$ cat src/rtl/wp_pkg.sv
package wp_pkg;
  typedef enum logic [3:0] {
    CMD_NOP  = 4'd0,
    CMD_WREN = 4'd1,
    CMD_WRDI = 4'd2,
    CMD_WRSR = 4'd3,
    CMD_PP   = 4'd4,
    CMD_DPP  = 4'd5,
    CMD_SE   = 4'd6,
    CMD_BE   = 4'd7,
    CMD_CE   = 4'd8,
    CMD_SIDP = 4'd9,
    CMD_SIDL = 4'd10
  } wp_cmd_e;

  function automatic logic is_write_class(logic [3:0] c);
    return (c >= 4'd3) && (c <= 4'd10);
  endfunction
endpackage

$ cat src/rtl/wp_region_decode.sv
module wp_region_decode #(
  parameter int BP_W   = 4,
  parameter int MEM_AW = 23,
  parameter int MIN_AW = 16
) (
  input  logic [BP_W-1:0]   bp_i,
  output logic [MEM_AW-1:0] base_o,
  output logic              any_o,
  output logic              all_o
);
  localparam int NCODE  = 2 ** BP_W;
  localparam int LEVELS = MEM_AW - MIN_AW;

  logic [MEM_AW-1:0] base_lut [NCODE];
  logic [NCODE-1:0]  full_lut;

  for (genvar g = 0; g < NCODE; g++) begin : g_code
    if (g == 0) begin : g_none
      assign base_lut[g] = '0;
      assign full_lut[g] = 1'b0;
    end else if (g <= LEVELS) begin : g_part
      localparam logic [MEM_AW:0] TOP  = {1'b1, {MEM_AW{1'b0}}};
      localparam logic [MEM_AW:0] SPAN = {{MEM_AW{1'b0}}, 1'b1} << (MIN_AW + g - 1);
      localparam logic [MEM_AW:0] BASE = TOP - SPAN;
      assign base_lut[g] = BASE[MEM_AW-1:0];
      assign full_lut[g] = 1'b0;
    end else begin : g_full
      assign base_lut[g] = '0;
      assign full_lut[g] = 1'b1;
    end
  end

  assign base_o = base_lut[bp_i];
  assign all_o  = full_lut[bp_i];
  assign any_o  = (bp_i != '0);
endmodule

$ cat src/rtl/wp_wel_ctrl.sv
module wp_wel_ctrl (
  input  logic clk_i,
  input  logic rst_ni,
  input  logic set_i,
  input  logic clr_i,
  input  logic wrsr_acc_i,
  input  logic cs_rise_i,
  input  logic busy_i,
  output logic wel_o
);
  logic wel_q, pend_q, busy_q;
  logic busy_fall, clr_all;

  assign busy_fall = busy_q & ~busy_i;
  assign clr_all   = clr_i | busy_fall | (cs_rise_i & pend_q);

  always_ff @(posedge clk_i or negedge rst_ni) begin
    if (!rst_ni) begin
      wel_q  <= 1'b0;
      pend_q <= 1'b0;
      busy_q <= 1'b0;
    end else begin
      busy_q <= busy_i;
      if (clr_all)    wel_q <= 1'b0;
      else if (set_i) wel_q <= 1'b1;
      if (wrsr_acc_i)     pend_q <= 1'b1;
      else if (cs_rise_i) pend_q <= 1'b0;
    end
  end

  assign wel_o = wel_q;

  assert_wren_sets_R1: assert property (@(posedge clk_i) disable iff (!rst_ni)
    set_i && !clr_i && !busy_q && !(cs_rise_i && pend_q) |=> wel_o);
  assert_wrdi_clears_R3: assert property (@(posedge clk_i) disable iff (!rst_ni)
    clr_i |=> !wel_o);
  assert_cs_clears_R4: assert property (@(posedge clk_i) disable iff (!rst_ni)
    cs_rise_i && pend_q |=> !wel_o);
  assert_busy_fall_clears_R5: assert property (@(posedge clk_i) disable iff (!rst_ni)
    busy_q && !busy_i |=> !wel_o);
endmodule

$ cat src/rtl/wp_status_reg.sv
module wp_status_reg #(
  parameter int              BP_W   = 4,
  parameter logic [BP_W-1:0] RST_BP = '1
) (
  input  logic            clk_i,
  input  logic            rst_ni,
  input  logic            wr_i,
  input  logic [BP_W-1:0] bp_d_i,
  input  logic            bpl_d_i,
  input  logic            wp_ni,
  output logic [BP_W-1:0] bp_o,
  output logic            bpl_o,
  output logic            locked_o
);
  logic [BP_W-1:0] bp_q;
  logic            bpl_q;

  always_ff @(posedge clk_i or negedge rst_ni) begin
    if (!rst_ni) begin
      bp_q  <= RST_BP;
      bpl_q <= 1'b0;
    end else if (wr_i) begin
      bp_q  <= bp_d_i;
      bpl_q <= bpl_d_i;
    end
  end

  assign bp_o     = bp_q;
  assign bpl_o    = bpl_q;
  assign locked_o = bpl_q & ~wp_ni;

  assert_no_write_locked_R9: assert property (@(posedge clk_i) disable iff (!rst_ni)
    !(wr_i && locked_o));
  assert_hold_without_write_R9: assert property (@(posedge clk_i) disable iff (!rst_ni)
    !wr_i |=> $stable(bp_o) && $stable(bpl_o));
endmodule

$ cat src/rtl/flash_wprot.sv
module flash_wprot #(
  parameter int              ADDR_W = 24,
  parameter int              MEM_AW = 23,
  parameter int              MIN_AW = 16,
  parameter int              BP_W   = 4,
  parameter logic [BP_W-1:0] RST_BP = '1
) (
  input  logic              clk_i,
  input  logic              rst_ni,
  input  logic              cmd_valid_i,
  input  logic [3:0]        cmd_i,
  input  logic [ADDR_W-1:0] addr_i,
  input  logic [BP_W-1:0]   wrsr_bp_i,
  input  logic              wrsr_lock_i,
  input  logic              cs_rise_i,
  input  logic              busy_i,
  input  logic              wp_ni,
  output logic              accept_o,
  output logic              ignore_o,
  output logic              wel_o,
  output logic [BP_W-1:0]   bp_o,
  output logic              bpl_o,
  output logic              prot_any_o,
  output logic              prot_all_o,
  output logic [MEM_AW-1:0] prot_base_o
);
  import wp_pkg::*;

  logic            wel, locked, any, all;
  logic [BP_W-1:0] bp;
  logic            bpl;
  logic [MEM_AW-1:0] base;
  logic            addr_prot, wclass, acc_d, ign_d, wrsr_acc;
  logic            acc_q, ign_q;
  wp_cmd_e         cmd;

  assign cmd = wp_cmd_e'(cmd_i);

  wp_region_decode #(.BP_W(BP_W), .MEM_AW(MEM_AW), .MIN_AW(MIN_AW)) i_decode (
    .bp_i  (bp),
    .base_o(base),
    .any_o (any),
    .all_o (all)
  );

  assign addr_prot = any && (addr_i[MEM_AW-1:0] >= base);
  assign wclass    = cmd_valid_i && is_write_class(cmd_i);

  always_comb begin
    acc_d = 1'b0;
    if (wclass && wel && !busy_i) begin
      unique case (cmd)
        CMD_WRSR:                        acc_d = !locked;
        CMD_PP, CMD_DPP, CMD_SE, CMD_BE: acc_d = !addr_prot;
        CMD_CE:                          acc_d = !any;
        default:                         acc_d = 1'b1;
      endcase
    end
    ign_d = wclass && !acc_d;
  end

  assign wrsr_acc = acc_d && (cmd == CMD_WRSR);

  wp_status_reg #(.BP_W(BP_W), .RST_BP(RST_BP)) i_status (
    .clk_i   (clk_i),
    .rst_ni  (rst_ni),
    .wr_i    (wrsr_acc),
    .bp_d_i  (wrsr_bp_i),
    .bpl_d_i (wrsr_lock_i),
    .wp_ni   (wp_ni),
    .bp_o    (bp),
    .bpl_o   (bpl),
    .locked_o(locked)
  );

  wp_wel_ctrl i_wel (
    .clk_i     (clk_i),
    .rst_ni    (rst_ni),
    .set_i     (cmd_valid_i && cmd == CMD_WREN && !busy_i),
    .clr_i     (cmd_valid_i && cmd == CMD_WRDI),
    .wrsr_acc_i(wrsr_acc),
    .cs_rise_i (cs_rise_i),
    .busy_i    (busy_i),
    .wel_o     (wel)
  );

  always_ff @(posedge clk_i or negedge rst_ni) begin
    if (!rst_ni) begin
      acc_q <= 1'b0;
      ign_q <= 1'b0;
    end else begin
      acc_q <= acc_d;
      ign_q <= ign_d;
    end
  end

  assign accept_o    = acc_q;
  assign ignore_o    = ign_q;
  assign wel_o       = wel;
  assign bp_o        = bp;
  assign bpl_o       = bpl;
  assign prot_any_o  = any;
  assign prot_all_o  = all;
  assign prot_base_o = base;

  assert_accept_needs_wel_R2: assert property (@(posedge clk_i) disable iff (!rst_ni)
    accept_o |-> $past(wel_o));
  assert_one_outcome_R2: assert property (@(posedge clk_i) disable iff (!rst_ni)
    !(accept_o && ignore_o));
  assert_busy_blocks_R5: assert property (@(posedge clk_i) disable iff (!rst_ni)
    wclass && busy_i |=> ignore_o);
  assert_ce_needs_clear_R8: assert property (@(posedge clk_i) disable iff (!rst_ni)
    cmd_valid_i && cmd == CMD_CE && bp_o != '0 |=> !accept_o);
endmodule

$ cat config.mk
export PLATFORM = sky130hd
export DESIGN_NAME = flash_wprot
export DESIGN_NICKNAME = d
export VERILOG_FILES = /design/src/rtl/wp_pkg.sv /design/src/rtl/wp_region_decode.sv /design/src/rtl/wp_wel_ctrl.sv /design/src/rtl/wp_status_reg.sv /design/src/rtl/flash_wprot.sv
export SDC_FILE = /design/constraint.sdc
export NUM_CORES = 1
export LEC_CHECK = 0
export ABC_CLOCK_PERIOD_IN_PS = 3100
export BUFFER_PORTS_ARGS = -buffer_cell sky130_fd_sc_hd__buf_2
export CAP_MARGIN = 0
export CORE_MARGIN = 8
export CORE_UTILIZATION = 45
export CTS_BUF_LIST = sky130_fd_sc_hd__clkbuf_4 sky130_fd_sc_hd__clkbuf_8 sky130_fd_sc_hd__clkbuf_16
export CTS_CLUSTER_DIAMETER = 30
export DETAILED_ROUTE_END_ITERATION = 6
export MAX_ROUTING_LAYER = met4
export PLACE_DENSITY_LB_ADDON = 0.2
export SLEW_MARGIN = 20
export SYNTH_ARGS = -nofsm -noshare
export SYNTH_HDL_FRONTEND = slang
export SYNTH_HIERARCHICAL = 1
export SYNTH_SLANG_ARGS = --single-unit
export TNS_END_PERCENT = 100
$ cat constraint.sdc
create_clock -name clk_i -period 3.1 [get_ports clk_i]
set_input_delay 0.465 -clock clk_i [delete_from_list [all_inputs] [get_ports clk_i]]
set_output_delay 0.465 -clock clk_i [all_outputs]
set_load 0.02 [all_outputs]
==> impl_metrics.json <==
{
  "synth_top_cell_by_area": "ha_1",
  "synth_top_flop_cell": "dfrtp_1",
  "end_kind": "register",
  "row_count": 19,
  "grt_max_degree": 11,
  "antenna_found_initial": 0,
  "p_seq_share_pct": 35.3,
  "syn_area_um2": 1318,
  "ys_ff_latch": 10,
  "drive_gt1_share_pct": 39.81,
  "drv_slew": 0,
  "cp-start-kind": "register",
  "place_hpwl_mm": 2.979,
  "switchingPower_mw": 0.1336,
  "ant_nets": 0,
  "portBuffers": 54,
  "cts_made_buffers": 3,
  "fin_area_um2": 1675,
  "rr_worst_depth": 13,
  "syn_inst": 156,
  "nets": 283,
  "finalHoldViolCount": 0,
  "layout_common_cells": "buf_2, inv_1, ha_1",
  "cts.sinks": 10,
  "ys_seq_area_share_pct": 19.37,
  "path_clk_slew_ns": 0.06,
  "fin_cells": 247,
  "syn_avg_cell_area_um2": 8.446,
  "core_region_area_um2": 2781,
  "synthArstFlopShare_pct": 100.0,
  "rr_endpoint": "i_status/bpl_o",
  "initial_utilization_pct": 47.37,
  "ios": 72,
  "dr.pass1.iters": 4,
  "hold_buffers": 0,
  "utilization_pct": 60.23,
  "vias_per_cell": 4.964,
  "routed-via-count": 1226,
  "crit_arrival_ns": 3.02,
  "power_frac_clock_pct": 24.9,
  "max_freq_mhz": 346.3,
  "first_global_vias": 1284,
  "grt_pass1_wl_mm": 5.402,
  "r2r-start": "i_status/bp_o[0]",
  "netSwitchingFraction_pct": 34.58,
  "finalSetupViolCount": 0,
  "holdWs_ns": 0.04881,
  "cap_violations": 0,
  "chipHeight_um": 70.11,
  "status": "finished, final reports clean",
  "critPathRequiredTime_ns": 3.24,
  "dieArea_um2": 4915,
  "drt-initial-drc-count": 28,
  "place_area_um2": 1610,
  "drt-total-wl_mm": 3.180,
  "placed_cells": 241,
  "die_x_um": 70.11,
  "rrSetupSlack_ns": 0.21,
  "place.gp.congestion": 0.7676,
  "total_leakage_power_nw": 0.8585,
  "insertion_delay_ns": 0.26,
  "drc_errors": 0,
  "clockBufferDepth": 2,
  "fin_crit_sh_pct": 93.15,
  "n_antenna_cell": 0,
  "synth_top_area_share_pct": 25.64,
  "cts_htree_levels": 1,
  "routedWlPerCell_um": 12.87,
  "yosys.cell_types.count": 37,
  "crit_type": "register to register",
  "finalClockSkew_ns": 0.008108,
  "synth-edff-count": 0,
  "cts_tree": "yes",
  "power.density_nw_per_um2": 230.6,
  "path_max_fanout": 6,
  "layout_commonest_cell": "buf_2",
  "peakVddDrop_mv": 0.2351,
  "gr-total-overflow": 0,
  "rsz0062_at_grt": "false",
  "ys_warn_count": 6,
  "combPwrFrac_pct": 39.8,
  "synthTopCellsByArea": "ha_1, dfrtp_1, buf_4, dfstp_2, inv_1",
  "period_minus_slack_ns": 2.888,
  "p_int_mw": 0.2528,
  "finalSetupTns_ns": 0,
  "worstHoldPathType": "input pin to asynchronous set/reset pin",
  "syn_to_final_growth_pct": 27.16,
  "grt.total_usage_pct": 12.95,
  "clock-root-buffer": "clkbuf_4"
}
[registers in the layout (all words and copies together) (netlist names)]
name            flops
accept_o            1
i_status/bp_o       4
i_status/bpl_o      1
i_wel/busy_q        1
i_wel/pend_q        1
i_wel/wel_o         1
ignore_o            1
[cells in the mapped netlist, drive strengths merged (2+ instances only)]
cell type,count
nor4b,2
nand2b,2
nand4,5
o21ai,6
nand3,4
dfstp,4
a211oi,4
nor2b,4
buf,17
nand2,6
and2,3
mux2,5
nor2,8
a21oi,8
dfrtp,6
and3,2
nor3,4
ha,27
a31oi,2
inv,27
[power groups by stage]
| stage | registers (mW) | clock network (mW) | logic [mW] |
|---|---|---|---|
| floorplan | 0.143 | 0 | 0.109 |
| global placement | 0.139 | 0 | 0.143 |
| detailed placement | 0.139 | 0 | 0.149 |
| CTS | 0.136 | 0.101 | 0.149 |
| global route | 0.136 | 0.107 | 0.174 |
| finish | 0.136 | 0.0963 | 0.154 |
[worst max-delay path by stage]
stage	startpoint	end	slack (ns)	cells past startpoint
3_3_place_gp	i_status/bp_o[0]	i_status/bpl_o	0.12	13
4_1_cts	i_status/bp_o[0]	i_status/bpl_o	0.02	13
5_1_grt	i_status/bp_o[0]	i_status/bpl_o	0.05	12
2_1_floorplan	i_status/bp_o[1]	i_status/bpl_o	0.01	13
3_5_place_dp	i_status/bp_o[0]	i_status/bpl_o	0.03	13
6_report	i_status/bp_o[0]	i_status/bpl_o	0.21	13
[repair_timing]
| action | 4_1_cts | 5_1_grt |
|---|---|---|
| setup buffers | 0 | 2 |
| endpoints found under the setup margin | 0 | 6 |
| gates resized for setup | 0 | 4 |
[metrics by stage]
step	setup slack [ns]	power, mW
after detailed placement	0.02591	0.2873
after floorplan	0.01284	0.2519
after CTS	0.02345	0.3863
after global routing	0.05201	0.4176
after global placement	0.1244	0.2811
final	0.2122	0.3864
[layout make-up]
type,count,area [um2]
Clock buffer,4,30.03
Fill cell,276,1106
Inverter,27,101.3
Multi-Input combinational cell,117,949.7
Sequential cell,10,255.2
Tap cell,31,38.79
Timing Repair Buffer,58,300.3
[worst max-delay path, stage by stage, from the launching register on]
cell,delay [ns]
dfstp_2,0.53
inv_1,0.05
ha_1,0.21
nor2b_2,0.20
a211oi_4,0.17
inv_1,0.06
ha_1,0.30
a211oi_2,0.19
nor2_1,0.07
a21oi_1,0.12
nand4_1,0.12
o21ai_2,0.18
and3_4,0.25
mux2_2,0.34
[cell families after synthesis]
logic type	count (synthesis)	synth area share (%)
DFF	10	19.37
buffers and inverters	44	17.38
and+or+nand+nor	44	21.08
AOI/OAI and AO/OA	25	11.97
other	1	0.2846
adders and majority gates	27	25.64
muxes	5	4.273
[metal layers]
layer | vias up | routed length (um) | GRT usage [%] | share of wire, %
met5 | - | 0 | - | 0
met4 | 0 | 21 | 3.348 | 0.66
met3 | 4 | 187 | 2.684 | 5.9
met2 | 36 | 1780 | 24.97 | 56
met1 | 562 | 1190 | 12.72 | 37
li1 | 624 | - | - | -
Power figures use the tool's default switching activity.
